<file path="src/rtl/crs_pkg.sv">
package crs_pkg;

    typedef struct packed {
        logic up;
        logic dn;
    } lock_pair_t;

    function automatic logic [1:0] sat3_inc(input logic [1:0] v);
        return (v == 2'd3) ? 2'd3 : v + 2'd1;
    endfunction

endpackage

</file>
<file path="src/rtl/crs_lock_sync.sv">
module crs_lock_sync
    import crs_pkg::*;
(
    input  logic       clk,
    input  logic       rst,
    input  lock_pair_t raw,
    output lock_pair_t synced
);
    localparam int NBITS = $bits(lock_pair_t);

    logic [NBITS-1:0] meta_q;
    logic [NBITS-1:0] sync_q;

    for (genvar i = 0; i < NBITS; i++) begin : g_bit
        always_ff @(posedge clk) begin
            if (rst) begin
                meta_q[i] <= 1'b0;
                sync_q[i] <= 1'b0;
            end else begin
                meta_q[i] <= raw[i];
                sync_q[i] <= meta_q[i];
            end
        end
    end

    assign synced = sync_q;

endmodule

</file>
<file path="src/rtl/crs_hold_timer.sv">
module crs_hold_timer #(
    parameter int HOLD_CYCLES = 1024
) (
    input  logic clk,
    input  logic rst,
    input  logic cfg_done,
    output logic hold_rst
);
    localparam int CW = $clog2(HOLD_CYCLES + 1);
    localparam logic [CW-1:0] HOLD_END = CW'(HOLD_CYCLES);

    logic [CW-1:0] cnt_q;

    initial begin
        AST_HOLD_MIN_LEN: assert (HOLD_CYCLES >= 3);
    end

    always_ff @(posedge clk) begin
        if (rst || !cfg_done) begin
            cnt_q <= '0;
        end else if (cnt_q != HOLD_END) begin
            cnt_q <= cnt_q + 1'b1;
        end
    end

    assign hold_rst = (cnt_q != HOLD_END);

    AST_HOLD_ON_CFG_LOW: assert property (@(posedge clk) disable iff (rst)
        !cfg_done |=> hold_rst);

endmodule

</file>
<file path="src/rtl/crs_delay_chain.sv">
module crs_delay_chain #(
    parameter int STAGES = 16
) (
    input  logic clk,
    input  logic rst,
    input  logic req,
    output logic dly_rst
);
    logic [STAGES-1:0] sr_q;

    always_ff @(posedge clk) begin
        if (rst || req) begin
            sr_q <= '1;
        end else begin
            sr_q <= {sr_q[STAGES-2:0], 1'b0};
        end
    end

    assign dly_rst = sr_q[STAGES-1];

    AST_CHAIN_REASSERT: assert property (@(posedge clk) disable iff (rst)
        req |=> dly_rst);

    AST_CHAIN_QUIET_RELEASE: assert property (@(posedge clk) disable iff (rst)
        $fell(dly_rst) |-> $past(!req));

endmodule

</file>
<file path="src/rtl/cascade_rst_seq.sv">
module cascade_rst_seq
    import crs_pkg::*;
#(
    parameter int HOLD_CYCLES = 1024,
    parameter int STAGES      = 16,
    parameter int CNT_W       = 8
) (
    input  logic             clk_ref,
    input  logic             rst,
    input  logic             cfg_done,
    input  logic             up_lock,
    input  logic             dn_lock,
    output logic             up_rst,
    output logic             dn_rst,
    output logic             all_locked,
    output logic [CNT_W-1:0] relock_count
);
    lock_pair_t raw_lk;
    lock_pair_t s_lk;
    logic       dn_req;
    logic       armed_q;
    logic       all_q;
    logic [CNT_W-1:0] cnt_q;
    logic [1:0] up_run_q;

    assign raw_lk.up = up_lock;
    assign raw_lk.dn = dn_lock;

    crs_lock_sync u_sync (
        .clk    (clk_ref),
        .rst    (rst),
        .raw    (raw_lk),
        .synced (s_lk)
    );

    crs_hold_timer #(.HOLD_CYCLES(HOLD_CYCLES)) u_hold (
        .clk      (clk_ref),
        .rst      (rst),
        .cfg_done (cfg_done),
        .hold_rst (up_rst)
    );

    assign dn_req = up_rst | ~s_lk.up;

    crs_delay_chain #(.STAGES(STAGES)) u_chain (
        .clk     (clk_ref),
        .rst     (rst),
        .req     (dn_req),
        .dly_rst (dn_rst)
    );

    always_ff @(posedge clk_ref) begin
        if (rst) begin
            all_q   <= 1'b0;
            armed_q <= 1'b0;
            cnt_q   <= '0;
        end else begin
            all_q   <= s_lk.up & s_lk.dn & ~dn_rst;
            armed_q <= armed_q | all_q;
            if (armed_q && dn_req && !dn_rst) begin
                cnt_q <= cnt_q + 1'b1;
            end
        end
    end

    assign all_locked   = all_q;
    assign relock_count = cnt_q;

    // run length of up_rst, saturating at 3, used only by the R3 check
    always_ff @(posedge clk_ref) begin
        if (rst) begin
            up_run_q <= 2'd3;
        end else if (up_rst) begin
            up_run_q <= sat3_inc(up_run_q);
        end else begin
            up_run_q <= 2'd0;
        end
    end

    AST_UP_PULSE_LEN: assert property (@(posedge clk_ref) disable iff (rst)
        $fell(up_rst) |-> up_run_q == 2'd3);

    AST_ALL_NEEDS_RELEASE: assert property (@(posedge clk_ref) disable iff (rst)
        all_locked |-> $past(!dn_rst));

    AST_COUNT_STEP: assert property (@(posedge clk_ref) disable iff (rst)
        !$stable(relock_count) |-> relock_count == $past(relock_count) + 1'b1);

    AST_COUNT_ON_RISE: assert property (@(posedge clk_ref) disable iff (rst)
        !$stable(relock_count) |-> $rose(dn_rst));

endmodule

</file>
<file path="config.mk">
export PLATFORM = sky130hd
export DESIGN_NAME = cascade_rst_seq
export DESIGN_NICKNAME = d
export VERILOG_FILES = /design/src/rtl/crs_pkg.sv /design/src/rtl/crs_lock_sync.sv /design/src/rtl/crs_hold_timer.sv /design/src/rtl/crs_delay_chain.sv /design/src/rtl/cascade_rst_seq.sv
export SDC_FILE = /design/constraint.sdc
export NUM_CORES = 1
export LEC_CHECK = 0
export ABC_AREA = 1
export BUFFER_PORTS_ARGS = -buffer_cell sky130_fd_sc_hd__buf_2
export CORE_UTILIZATION = 61
export DETAILED_ROUTE_END_ITERATION = 10
export GPL_ROUTABILITY_DRIVEN = 1
export MAX_ROUTING_LAYER = met4
export PLACE_DENSITY_LB_ADDON = 0.2
export SETUP_SLACK_MARGIN = 0.1
export SLEW_MARGIN = 20
export SYNTH_ARGS = -nofsm -noshare
export SYNTH_HDL_FRONTEND = slang
export SYNTH_SLANG_ARGS = --single-unit
</file>
<file path="constraint.sdc">
create_clock -name clk_ref -period 3.1 [get_ports clk_ref]
set_clock_uncertainty 0.15 [all_clocks]
set_input_delay 0.31 -clock clk_ref [delete_from_list [all_inputs] [get_ports clk_ref]]
set_output_delay 0.31 -clock clk_ref [all_outputs]
set_load 0.1 [all_outputs]
</file>
==> reports/metrics.cfg <==
[drt]
dr.first_iter.drc_count=34
vias=1199
dr.pass1.iters=4
routed_wl_mm=2.72
drc=0
avgRoutedWirePerCell_microns=10.9
ant_nets=0
detail_route.vias_per_cell=4.80

[hold_path]
hold_path_class=in2reg
hold_path.startpoint=rst
holdPathEnd=u_sync.synced[0]
hold_path_depth=2

[place]
numPortBuffers=15
dp_worst_setup_slack_ps=1270
dp_cells=240
gp_congestion=0.830
dp_hpwl_mm=1.94

[timing]
drv_slew=0
setup_viol=0
hold_violations=0
post-route-worst-setup-slack_ps=873
fmax_mhz=449
fin_crit_ps=2230
finalCritPeriodShare=0.719
timing.hold.ws_ps=32.6
tightest_slew_ps=493
slew_headroom=0.673
rsz0062_at_grt=no
tns_ps=0

[global_routing]
grt_pass1_vias=1017
antenna_found_initial=0
grt_pass1_wl_mm=4.31
met2_usage=0.360
grt_start_max_net_pins=17
use_met1=0.250
grt_util_met3=0.101
grt_busiest_layer=met2
grt_util_all_layers=0.232
overflow=0

[cells_and_area]
layout-drive-gt1-share=0.182
antenna_cells=0
synthToLayoutAreaGrowth_pct=13.3
layout.cells.non_filler=250
final_nets=227

[clock_network]
htreeDepth=2
numCtsBuffers=5
clk_latency_ps=360
clockRootBuffer=clkbuf_4
post_cts_buffers=0
clk_pin_slew_ps=110
cts_tree=done
cts_max_path_buffers=2
cts_sinks=41
post_cts_resize_count=0

[floorplan]
die-area_sq_um=2830
initial_core_util=0.646
ioPinCount=16
core_area_sq_um=2480
rows=18
die_h_microns=53.2
die_w_microns=53.2

[logic_synthesis]
syn-instance-count=197
synth.distinct_cells=22
yosys.area.top_type_share=0.513
ys_warn_count=0
yosysTopAreaCell=dfxtp_1
netlist_area_sq_um=1600
synth_area_leaders=dfxtp_1, nand2_1, nor2_1
postSynthRegisterBits=41
seq_area_frac_synth=0.513
avgSynthCellArea_sq_um=8.12
syn_nets=205

[critical_path]
end_kind=primary output
cp_max_fo=5
worstPathArrival_ps=1770
crit_required_ps=2640
r2r_start=u_hold.cnt_q[0]
worstRegToRegCells=6
critPathKind=reg2out
start_kind=flip-flop
r2r_slack_ps=1500
rr_endpoint=u_chain.sr_q[4]

[pwr]
clockPowerShare=0.436
switching_power_mw=0.190
leakage_nw=0.749
seq_power_share=0.545
peakVddDrop_mv=0.586
pwr-share-comb=0.019
switching_share=0.194
p_per_area_nw_per_um2=539
intPower_mw=0.788

[status]
outcome=finished, final reports clean

[job]
cap_viol_max_count=0

repair_timing:
action	4_1_cts	5_1_grt
hold endpoints to repair	2	0
setup endpoints to repair	0	0
hold buffers	2	0
metal layers:
metal	vias to the layer above	wire length, microns
met4	0	51
li1	653	-
met1	519	1210
met2	21	1340
met3	6	116
met5	-	0
flip-flops by register name, indices dropped and copies added, names as in the netlist:
register / cells
u_sync.meta_q: 2
armed_q: 1
u_chain.sr_q: 16
relock_count: 8
u_hold.cnt_q: 11
u_sync.synced: 2
all_locked: 1
how the worst max path moves through the flow:
stage | startpoint | endpoint | depth (start not counted)
2_1_floorplan | relock_count[0] | relock_count[6] | 8
3_3_place_gp | u_hold.cnt_q[0] | up_rst | 6
3_5_place_dp | u_hold.cnt_q[0] | up_rst | 6
4_1_cts | u_hold.cnt_q[0] | up_rst | 6
5_1_grt | u_hold.cnt_q[0] | up_rst | 6
6_report | u_hold.cnt_q[0] | up_rst | 6
synthesized netlist by cell type:
library cell and number:
nand2_2 2, nand3_1 10, clkinv_1 1, nand3_2 1
xor2_1 2, nand3b_2 1, dfxtp_1 41, nand4_1 1
a21oi_1 13, nand2_4 2, xnor2_1 1, nor2_1 31
nor3_1 3, o21ai_0 7, nand2_1 31, inv_1 25
nor2_2 3, nor2_4 2, or2_2 6, buf_6 2
or2_1 9, ha_1 3
layout make-up:
class / count / area, sq um
sequential: 41 / 821
clock buffer: 5 / 37.5
multi-input combinational: 128 / 659
tap: 30 / 37.5
fill: 193 / 664
timing repair buffer: 17 / 95.1
clock inverter: 3 / 65.1
inverter: 26 / 97.6
power by group through the flow:
| stage | clock [mW] | sequential, mW | combinational [mW] |
|---|---|---|---|
| 2_1_floorplan | 0 | 0.544 | 0.0108 |
| 3_3_place_gp | 0 | 0.544 | 0.0159 |
| 3_5_place_dp | 0 | 0.545 | 0.0171 |
| 4_1_cts | 0.433 | 0.533 | 0.0190 |
| 5_1_grt | 0.455 | 0.534 | 0.0221 |
| 6_report | 0.426 | 0.533 | 0.0189 |
stage by stage:
stage	cell area, sq um	total power, mW	util
2_1_floorplan	1600	0.555	-
3_3_place_gp	1690	0.560	0.682
3_5_place_dp	1690	0.562	0.682
4_1_cts	1810	0.985	0.732
5_1_grt	1810	1.01	0.732
6_report	1810	0.978	0.732
cells in the final DEF, fill, tap and decap left out, drive strengths merged:
cell type,instances
a21oi,13
nor3,3
inv,25
nand3,11
xnor2,1
clkbuf,5
nand2,35
nor2,36
xor2,2
nand4,1
o21ai,7
dfxtp,41
clkinv,2
bufinv,2
dlygate4sd3,2
or2,15
buf,15
nand3b,1
ha,3
worst max-delay path, stage by stage, from the launching register on:
cell     delay [ps]
dfxtp_1         410
inv_1            70
ha_1            200
nand3_1         120
nor2_4           80
inv_1           100
buf_2           440
cell families after synthesis:
kind of cell    count (synthesis)  synth area share
compound gates                 20            0.0625
buf+inv                        28            0.0751
simple gates                  102             0.310
xor+xnor                        3            0.0164
flops                          41             0.513
fa+ha+maj                       3            0.0235
Note: power is estimated with default switching activity, not from simulation.
